**src/rtl/swdiag_pkg.sv**
```systemverilog
package swdiag_pkg;

  // Width needed to hold values 0 .. n-1, never below one bit.
  function automatic int bits_for(input int n);
    return (n <= 1) ? 1 : $clog2(n);
  endfunction

endpackage

```
**src/rtl/swdiag_walker.sv**
```systemverilog
// Rebuilds an XY route one hop per cycle and emits one score update per
// intermediate router.
module swdiag_walker #(
  parameter int MESH_X = 3,
  parameter int MESH_Y = 3,
  parameter int XW     = 2,
  parameter int YW     = 2,
  parameter int IW     = 4
) (
  input  logic          clk,
  input  logic          rst,
  input  logic          clr,
  input  logic          start,
  input  logic          bad_in,
  input  logic [XW-1:0] sx,
  input  logic [YW-1:0] sy,
  input  logic [XW-1:0] tx,
  input  logic [YW-1:0] ty,
  output logic          active,
  output logic          upd_en,
  output logic          upd_bad,
  output logic [IW-1:0] upd_idx
);

  logic [XW-1:0] cur_x, tgt_x, nxt_x;
  logic [YW-1:0] cur_y, tgt_y, nxt_y;
  logic          verdict_bad;
  logic          at_end;

  // Next hop: X is resolved fully before Y moves.
  always_comb begin
    nxt_x = cur_x;
    nxt_y = cur_y;
    if (cur_x != tgt_x) begin
      nxt_x = (cur_x < tgt_x) ? cur_x + XW'(1) : cur_x - XW'(1);
    end else if (cur_y != tgt_y) begin
      nxt_y = (cur_y < tgt_y) ? cur_y + YW'(1) : cur_y - YW'(1);
    end
    at_end = (nxt_x == tgt_x) && (nxt_y == tgt_y);
  end

  assign upd_en  = active && !at_end;
  assign upd_bad = verdict_bad;
  assign upd_idx = IW'(nxt_y) * IW'(MESH_X) + IW'(nxt_x);

  always_ff @(posedge clk) begin
    if (rst || clr) begin
      active      <= 1'b0;
      cur_x       <= '0;
      cur_y       <= '0;
      tgt_x       <= '0;
      tgt_y       <= '0;
      verdict_bad <= 1'b0;
    end else if (active) begin
      if (at_end) begin
        active <= 1'b0;
      end else begin
        cur_x <= nxt_x;
        cur_y <= nxt_y;
      end
    end else if (start) begin
      active      <= 1'b1;
      cur_x       <= sx;
      cur_y       <= sy;
      tgt_x       <= tx;
      tgt_y       <= ty;
      verdict_bad <= bad_in;
    end
  end

  // MESH_Y fixes the legal row range; the walker itself needs only widths.
  localparam int ROWS_SEEN = MESH_Y;
  if (ROWS_SEEN < 1) begin : g_bad_mesh
    initial $display("mesh height must be at least one");
  end

endmodule

```
**src/rtl/swdiag_scores.sv**
```systemverilog
// Per-router saturating suspicion scores with sticky proven-good marks.
module swdiag_scores #(
  parameter int NODES = 9,
  parameter int SW    = 4,
  parameter int IW    = 4
) (
  input  logic              clk,
  input  logic              rst,
  input  logic              clr,
  input  logic              upd_en,
  input  logic              upd_bad,
  input  logic [IW-1:0]     upd_idx,
  output logic [NODES*SW-1:0] scores
);

  localparam logic [SW-1:0] SAT = '1;

  for (genvar n = 0; n < NODES; n++) begin : g_node
    logic [SW-1:0] score;
    logic          proven;
    logic          hit;

    assign hit = upd_en && (upd_idx == IW'(n));

    always_ff @(posedge clk) begin
      if (rst || clr) begin
        score  <= '0;
        proven <= 1'b0;
      end else if (hit) begin
        if (!upd_bad) begin
          score  <= '0;
          proven <= 1'b1;
        end else if (!proven && score != SAT) begin
          score <= score + SW'(1);
        end
      end
    end

    assign scores[n*SW +: SW] = score;
  end

endmodule

```
**src/rtl/swdiag_argmax.sv**
```systemverilog
// Highest score, lowest index on ties, with a strict-leader flag.
module swdiag_argmax #(
  parameter int NODES = 9,
  parameter int SW    = 4,
  parameter int IW    = 4
) (
  input  logic [NODES*SW-1:0] scores,
  output logic [IW-1:0]       best_idx,
  output logic                sole_lead
);

  logic [SW-1:0] best_val;
  logic          tied;

  always_comb begin
    best_val = scores[SW-1:0];
    best_idx = '0;
    tied     = 1'b0;
    for (int i = 1; i < NODES; i++) begin
      if (scores[i*SW +: SW] > best_val) begin
        best_val = scores[i*SW +: SW];
        best_idx = IW'(i);
        tied     = 1'b0;
      end else if (scores[i*SW +: SW] == best_val) begin
        tied = 1'b1;
      end
    end
    sole_lead = !tied;
  end

endmodule

```
**src/rtl/sw_diag_tally.sv**
```systemverilog
module sw_diag_tally #(
  parameter int MESH_X  = 3,
  parameter int MESH_Y  = 3,
  parameter int SCORE_W = 4,
  localparam int NODES  = MESH_X * MESH_Y,
  localparam int XW     = swdiag_pkg::bits_for(MESH_X),
  localparam int YW     = swdiag_pkg::bits_for(MESH_Y),
  localparam int IW     = swdiag_pkg::bits_for(NODES)
) (
  input  logic          clk,
  input  logic          rst,
  input  logic          clr,
  input  logic          pkt_vld,
  input  logic          pkt_bad,
  input  logic [XW-1:0] src_x,
  input  logic [YW-1:0] src_y,
  input  logic [XW-1:0] dst_x,
  input  logic [YW-1:0] dst_y,
  output logic          busy,
  output logic [IW-1:0] diag_idx,
  output logic          diag_valid
);

  logic                     upd_en, upd_bad;
  logic [IW-1:0]            upd_idx;
  logic [NODES*SCORE_W-1:0] scores;
  logic [IW-1:0]            lead_idx;
  logic                     lead_sole;

  swdiag_walker #(
    .MESH_X(MESH_X), .MESH_Y(MESH_Y), .XW(XW), .YW(YW), .IW(IW)
  ) u_walk (
    .clk(clk), .rst(rst), .clr(clr),
    .start(pkt_vld), .bad_in(pkt_bad),
    .sx(src_x), .sy(src_y), .tx(dst_x), .ty(dst_y),
    .active(busy), .upd_en(upd_en), .upd_bad(upd_bad), .upd_idx(upd_idx)
  );

  swdiag_scores #(
    .NODES(NODES), .SW(SCORE_W), .IW(IW)
  ) u_scores (
    .clk(clk), .rst(rst), .clr(clr),
    .upd_en(upd_en), .upd_bad(upd_bad), .upd_idx(upd_idx),
    .scores(scores)
  );

  swdiag_argmax #(
    .NODES(NODES), .SW(SCORE_W), .IW(IW)
  ) u_pick (
    .scores(scores), .best_idx(lead_idx), .sole_lead(lead_sole)
  );

  always_ff @(posedge clk) begin
    if (rst) begin
      diag_idx   <= '0;
      diag_valid <= 1'b0;
    end else begin
      diag_idx   <= lead_idx;
      diag_valid <= lead_sole;
    end
  end

endmodule

```
**config.mk**
```make
export PLATFORM = sky130hd
export DESIGN_NAME = sw_diag_tally
export DESIGN_NICKNAME = d
export VERILOG_FILES = /design/src/rtl/swdiag_pkg.sv /design/src/rtl/swdiag_walker.sv /design/src/rtl/swdiag_scores.sv /design/src/rtl/swdiag_argmax.sv /design/src/rtl/sw_diag_tally.sv
export SDC_FILE = /design/constraint.sdc
export NUM_CORES = 1
export LEC_CHECK = 0
export BUFFER_PORTS_ARGS = -buffer_cell sky130_fd_sc_hd__buf_2
export CORE_ASPECT_RATIO = 1.2
export CORE_MARGIN = 1
export CORE_UTILIZATION = 47
export DETAILED_ROUTE_END_ITERATION = 7
export PLACE_DENSITY_LB_ADDON = 0.1
export SETUP_SLACK_MARGIN = 0.2
export SLEW_MARGIN = 5
export SYNTH_ARGS = -nofsm -noshare
export SYNTH_HDL_FRONTEND = slang
export SYNTH_HIERARCHICAL = 1
export SYNTH_SLANG_ARGS = --single-unit
```
**constraint.sdc**
```tcl
create_clock -name clk -period 23.6 [get_ports clk]
set_input_delay 0 -clock clk [delete_from_list [all_inputs] [get_ports clk]]
set_output_delay 0 -clock clk [all_outputs]
set_load 0.005 [all_outputs]
```
==> results of run 1 <==
## registers in the layout (all words and copies together) (netlist names)
register and flops:
diag_valid 1, u_walk/cur_x 2, u_walk/tgt_x 2, u_walk/active 1, u_walk/cur_y 2, u_walk/upd_bad 1, u_walk/tgt_y 2, u_scores/g_node.proven 9
u_scores/g_node.score 36, diag_idx 4
## report_power, final
| part | switching, mW | leakage, nW | internal [mW] |
|---|---|---|---|
| sequential | 0.00215 | 0.484 | 0.104 |
| clock | 0.0496 | 0.150 | 0.0821 |
| combinational | 0.0356 | 1.58 | 0.0229 |
| total | 0.0873 | 2.22 | 0.209 |
## cells by family after synthesis
logic type      share of synthesized area [%]
simple gates                            28.66
compound gates                          22.53
buf+inv                                 4.698
flops                                   23.74
fa+ha+maj                               10.73
xor+xnor                                5.564
mux                                     4.080
## cell usage in the layout (no fill, tap or decap), drive strengths merged, types with 4 or more instances in the layout
master / netlist / final
a21o: 4 / 4
a21oi: 45 / 45
a31oi: 10 / 10
a41o: 5 / 5
and2: 6 / 6
and3: 6 / 6
buf: 7 / 18
clkbuf: 13 / 9
clkinv: 0 / 5
dfxtp: 60 / 60
dlygate4sd3: 0 / 8
ha: 37 / 37
inv: 42 / 43
maj3: 4 / 4
mux2: 7 / 7
mux2i: 12 / 12
nand2: 51 / 51
nand2b: 4 / 4
nand3: 44 / 44
nand3b: 7 / 7
nand4: 13 / 13
nor2: 55 / 55
nor2b: 20 / 20
nor3: 16 / 16
nor3b: 10 / 10
o2111ai: 5 / 5
o211ai: 8 / 8
o21a: 7 / 7
o21ai: 21 / 21
o31ai: 5 / 5
or2: 9 / 9
or3: 7 / 7
xnor2: 8 / 8
xor2: 19 / 19
## metrics by stage
step / area (um2) / setup WS (ns)
after floorplan: 5060 / 11.73
after global placement: 5231 / 10.49
after detailed placement: 5231 / 10.21
after CTS: 5612 / 10.15
after global routing: 5612 / 9.167
final: 5612 / 10.06
## layer usage
metal | GRT usage [%] | wire length, um
met5 | 0 | 0
met4 | 9.851 | 246
met3 | 3.257 | 286
met2 | 41.50 | 6240
met1 | 26.10 | 5656
## path summary, 6_finish.rpt
| check | slack (ns) | from | endpoint |
|---|---|---|---|
| setup / recovery | 10.06 | u_scores/g_node[0].score[1]$_SDFFE_PP0P_ | diag_valid$_SDFF_PP0_ |
| hold / removal | 0.05 | pkt_vld | u_walk/active$_SDFF_PP0_ |
| setup reg to reg | 10.06 | u_scores/g_node[0].score[1]$_SDFFE_PP0P_ | diag_valid$_SDFF_PP0_ |
| hold reg to reg | 0.45 | u_scores/g_node[3].proven$_SDFFE_PP0P_ | u_scores/g_node[3].proven$_SDFFE_PP0P_ |
## layout make-up
| type | instances | area, um2 | area share, % |
|---|---|---|---|
| Multi-Input combinational cell | 505 | 3621 | 64.53 |
| Timing Repair Buffer | 26 | 170.2 | 3.032 |
| Inverter | 42 | 157.7 | 2.809 |
| Tap cell | 129 | 161.4 | 2.876 |
| Sequential cell | 60 | 1201 | 21.40 |
| Clock buffer | 9 | 225.2 | 4.013 |
| Clock inverter | 7 | 75.07 | 1.338 |
## critical path: cells and delay by family, from the launching register on
kind	cells	cell delay, ns
AOI/OAI and AO/OA	18	4.81
DFF	1	0.41
and+or+nand+nor	16	2.53
adders and majority gates	10	3.21
buffers and inverters	4	0.26
muxes	6	2.15
==> impl_metrics.yaml, run 1 <==
outcome:
  outcome: "finished, final reports clean"
hold_path:
  min_path_cells: 3
  hp-class: "input port to register"
clocking:
  post_cts_buffers: 0
  cts_sinks: 60
  clk_latency_ns: 0.33
  cts_tree: "built"
  cts_buffer_depth: 2
  cts-buffers-inserted: 9
  clkTransAtPathRegs_ns: 0.06
  cts_resized: 0
  cts.root.buffer_cell: "clkbuf_16"
  htreeDepth: 3
  postCtsHoldBufs: 8
grt:
  grt_pass1_vias: 4442
  grtUsageTotal_pct: 22.53
  grt_max_degree: 24
  grt-ovfl-total: 0
  grt_pass1_wl_mm: 20.44
  antenna_found_initial: 0
finish:
  layout-drive-gt1-share_pct: 12.02
  stdcell_count: 778
  antenna_cells: 0
  final_core_util_pct: 53.36
  nets: 696
  syn_to_final_growth_pct: 10.91
  fillers: 1014
yosys:
  syn_area_per_cell_um2: 8.070
  ys.warnings.count: 6
  synth_cell_types: 87
  ys_seq_area_share_pct: 23.74
  ys_top_cells_by_count: "dfxtp_1 (60), nor2_1 (54), nand2_1 (51)"
  synthesis.nets: 679
  yosys-top-cells-area: "dfxtp_1 (24%), ha_1 (9.1%), a21oi_1 (4.5%)"
  synth_flop_cell: "dfxtp_1"
  synth_top_area_share_pct: 23.74
  ys_seq_elements: 60
  synth_edf_count: 0
  syn_inst: 627
  synth_most_common_cell: "dfxtp_1"
  yosys.area.top_type: "dfxtp_1"
  netlist_area_mm2: 0.005060
  async_reset_ff_share_pct: 0
floorplan:
  std_cell_rows: 41
  core_area_mm2: 0.01052
  dieArea_mm2: 0.01119
  ios: 19
  die_x_um: 96.72
  die-height_um: 115.7
  start_util_pct: 48.11
detailed_routing:
  vias: 4609
  routedWlPerCell_um: 15.98
  wl_mm: 12.43
  drtIter0Drc: 222
  antenna_left: 0
  first_pass_iters: 5
  drcViolationCount: 0
  detail_route.vias_per_cell: 5.924
sta:
  report.final.slew_viol_count: 0
  rsz0062_at_grt: "false"
  whs_ns: 0.04834
  slew_headroom_pct: 17.74
  setup_tns_ns: 0
  finalHoldViolCount: 0
  clock_skew_ns: 0.01054
  fmax_mhz: 73.85
  tightest_slew_ns: 1.229
  fin_crit_ns: 13.54
  setup_viol: 0
  finalCritPeriodShare_pct: 57.38
power_and_ir_drop:
  power_density_mw_per_mm2: 52.77
  power_leakage_nw: 2.219
  peakVddDrop_uv: 29.92
  p_total_mw: 0.2961
critical_path:
  crit_required_ns: 23.82
  cp_data_arrival_time_ns: 13.76
  crit_fanout: 11
  cp_slowest_cell: "o21ai_0"
  cp_common_cell: "ha_1"
  cp-start-kind: "register"
  rr_worst_depth: 54
  critical_path.max_stage_delay_ns: 0.83
  path_class: "register to register"
  endpoint_kind: "register"
placement:
  numPlacedInstances: 754
  port_buffers: 18
  gp_congestion: 0.8309
  dp_hpwl_mm: 9.504
flow_run:
  max-cap-violations: 0
Note: power is estimated with default switching activity, not from simulation.
==> run 2, diff against run 1 <==
==> constraint.sdc (replaced) <==
create_clock -name clk -period 12.05 [get_ports clk]
set_input_delay 0 -clock clk [delete_from_list [all_inputs] [get_ports clk]]
set_output_delay 0 -clock clk [all_outputs]
set_load 0.005 [all_outputs]
==> run 2 against run 1 <==
Effect of this change:
- sequential share of layout area down 1.3 points
- highest routed layer unchanged
- routed wire length is 3.6% higher
- power grew 100%
- setup slack worse by 9.4 ns
- clock skew is 0.0048 ns lower
==> impl_metrics.yaml, run 2 (synthesis gave the netlist of run 1 again) <==
detailed_routing:
  drtIter0Drc: 226
  vias: 4707
  antenna_left: 0
  first_pass_iters: 4
  wl_mm: 12.88
  routedWlPerCell_um: 16.12
  detail_route.vias_per_cell: 5.891
  drcViolationCount: 0
placement:
  preCtsSetupSlack_ns: -0.1590
  dp_hpwl_mm: 9.460
  port_buffers: 18
  dpl_cell_area_mm2: 0.005306
  gp_congestion: 0.8595
  numPlacedInstances: 764
finish:
  stdcell_count: 799
  final_core_util_pct: 57.05
  regMostFlops: "u_scores/g_node.score"
  final_common_cell: "dfxtp_1"
  postLayoutCellArea_mm2: 0.006000
  antenna_cells: 0
  layout-drive-gt1-share_pct: 18.81
  layout_common_cells: "dfxtp_1 (57), nor2_1 (54), nand2_1 (50)"
  largest_reg_flops: 36
  nets: 717
  syn_to_final_growth_pct: 18.57
  reg_top3: "u_scores/g_node.score x36, u_scores/g_node.proven x9, diag_idx x4"
sta:
  fin_crit_ns: 11.42
  setup_tns_ns: 0
  slew_headroom_pct: 19.63
  report.final.slew_viol_count: 0
  rsz0062_at_grt: "false"
  finalCritPeriodShare_pct: 94.80
  setup_viol: 0
  tightest_slew_ns: 1.201
  fmax_mhz: 87.54
  timing.final.ws_setup_ns: 0.6265
  finalHoldViolCount: 0
  clock_skew_ns: 0.005722
clocking:
  clkTransAtPathRegs_ns: 0.05
  cts_tree: "built"
  cts-buffers-inserted: 9
  clk_latency_ns: 0.33
  cts.root.buffer_cell: "clkbuf_16"
  cts_sinks: 60
  htreeDepth: 3
  cts_buffer_depth: 2
floorplan:
  die-height_um: 115.7
  core_area_mm2: 0.01052
  std_cell_rows: 41
  dieArea_mm2: 0.01119
  ios: 19
  die_x_um: 96.72
  start_util_pct: 48.11
critical_path:
  cp_data_arrival_time_ns: 11.64
  critical_path.max_stage_delay_ns: 0.38
  path_class: "register to register"
  cpLargestDelayFamily: "compound AO/OA/AOI/OAI gates"
  critPathBufInv: 2
  cp_common_cell: "nor2_1"
  endpoint_kind: "register"
  cp-start-kind: "register"
  crit_fanout: 7
  crit_required_ns: 12.27
  cp_slowest_cell: "mux2_2"
grt:
  grt_pass1_vias: 4322
  grtUsageTotal_pct: 23.09
  grt-ovfl-total: 0
  grt_max_degree: 24
  antenna_found_initial: 0
  grt_pass1_wl_mm: 20.94
power_and_ir_drop:
  power_leakage_nw: 2.375
  peakVddDrop_uv: 60.23
  power_density_mw_per_mm2: 100.3
hold_path:
  hp-class: "input port to register"
flow_run:
  max-cap-violations: 0
outcome:
  outcome: "finished, final reports clean"
-- run 2: area by class of cell --
class	instances	area, um2
timing repair buffer	47	327.8
sequential	60	1207
tap	129	161.4
fill	977	4517
inverter	42	157.7
clock inverter	3	42.54
clock buffer	13	280.3
multi-input combinational	505	3822
-- run 2: worst register-to-register path, delay by kind of cell, from the launching register on --
family | cells | cell delay (ns)
buf+inv | 2 | 0.14
mux | 7 | 2.45
fa+ha+maj | 11 | 3.29
compound gates | 17 | 3.45
flops | 1 | 0.36
simple gates | 15 | 1.64
-- run 2: timing repair --
item,in CTS,in global routing
pin swaps,4,10
setup endpoints to repair,5,5
setup buffers,5,6
endpoints found under the hold margin,12,0
hold buffers,8,0
resized for setup,16,24
-- run 2: layer usage --
metal | vias up | track usage [%] | share of wire [%]
met5 | - | 0 | 0
met4 | 0 | 7.065 | 1.2
met3 | 9 | 2.895 | 3.0
met2 | 86 | 41.46 | 50
met1 | 2217 | 28.97 | 46
li1 | 2395 | - | -
-- run 2: path summary, 6_finish.rpt --
check                                                              end  slack [ns]                                      from  depth (start not counted)
worst min register to register  u_scores/g_node[3].proven$_SDFFE_PP0P_        0.44    u_scores/g_node[3].proven$_SDFFE_PP0P_                          2
worst min-delay path                          u_walk/active$_SDFF_PP0_        0.06                                   pkt_vld                          3
worst max-delay path                             diag_valid$_SDFF_PP0_        0.63  u_scores/g_node[0].score[1]$_SDFFE_PP0P_                         52
worst max register to register                   diag_valid$_SDFF_PP0_        0.63  u_scores/g_node[0].score[1]$_SDFFE_PP0P_                         52
-- run 2: power breakdown --
| group | internal (mW) | leakage (nW) | switching [mW] |
|---|---|---|---|
| Sequential | 0.203 | 0.486 | 0.00403 |
| Clock | 0.182 | 0.158 | 0.0909 |
| Combinational | 0.0489 | 1.73 | 0.0725 |
-- run 2: metrics by stage --
step	hold WS (ns)	total power [mW]
floorplan	0.07161	0.2985
global placement	0.2257	0.3237
detailed placement	0.2361	0.3255
CTS	0.03678	0.6015
global route	0.08667	0.6271
finish	0.05707	0.6016
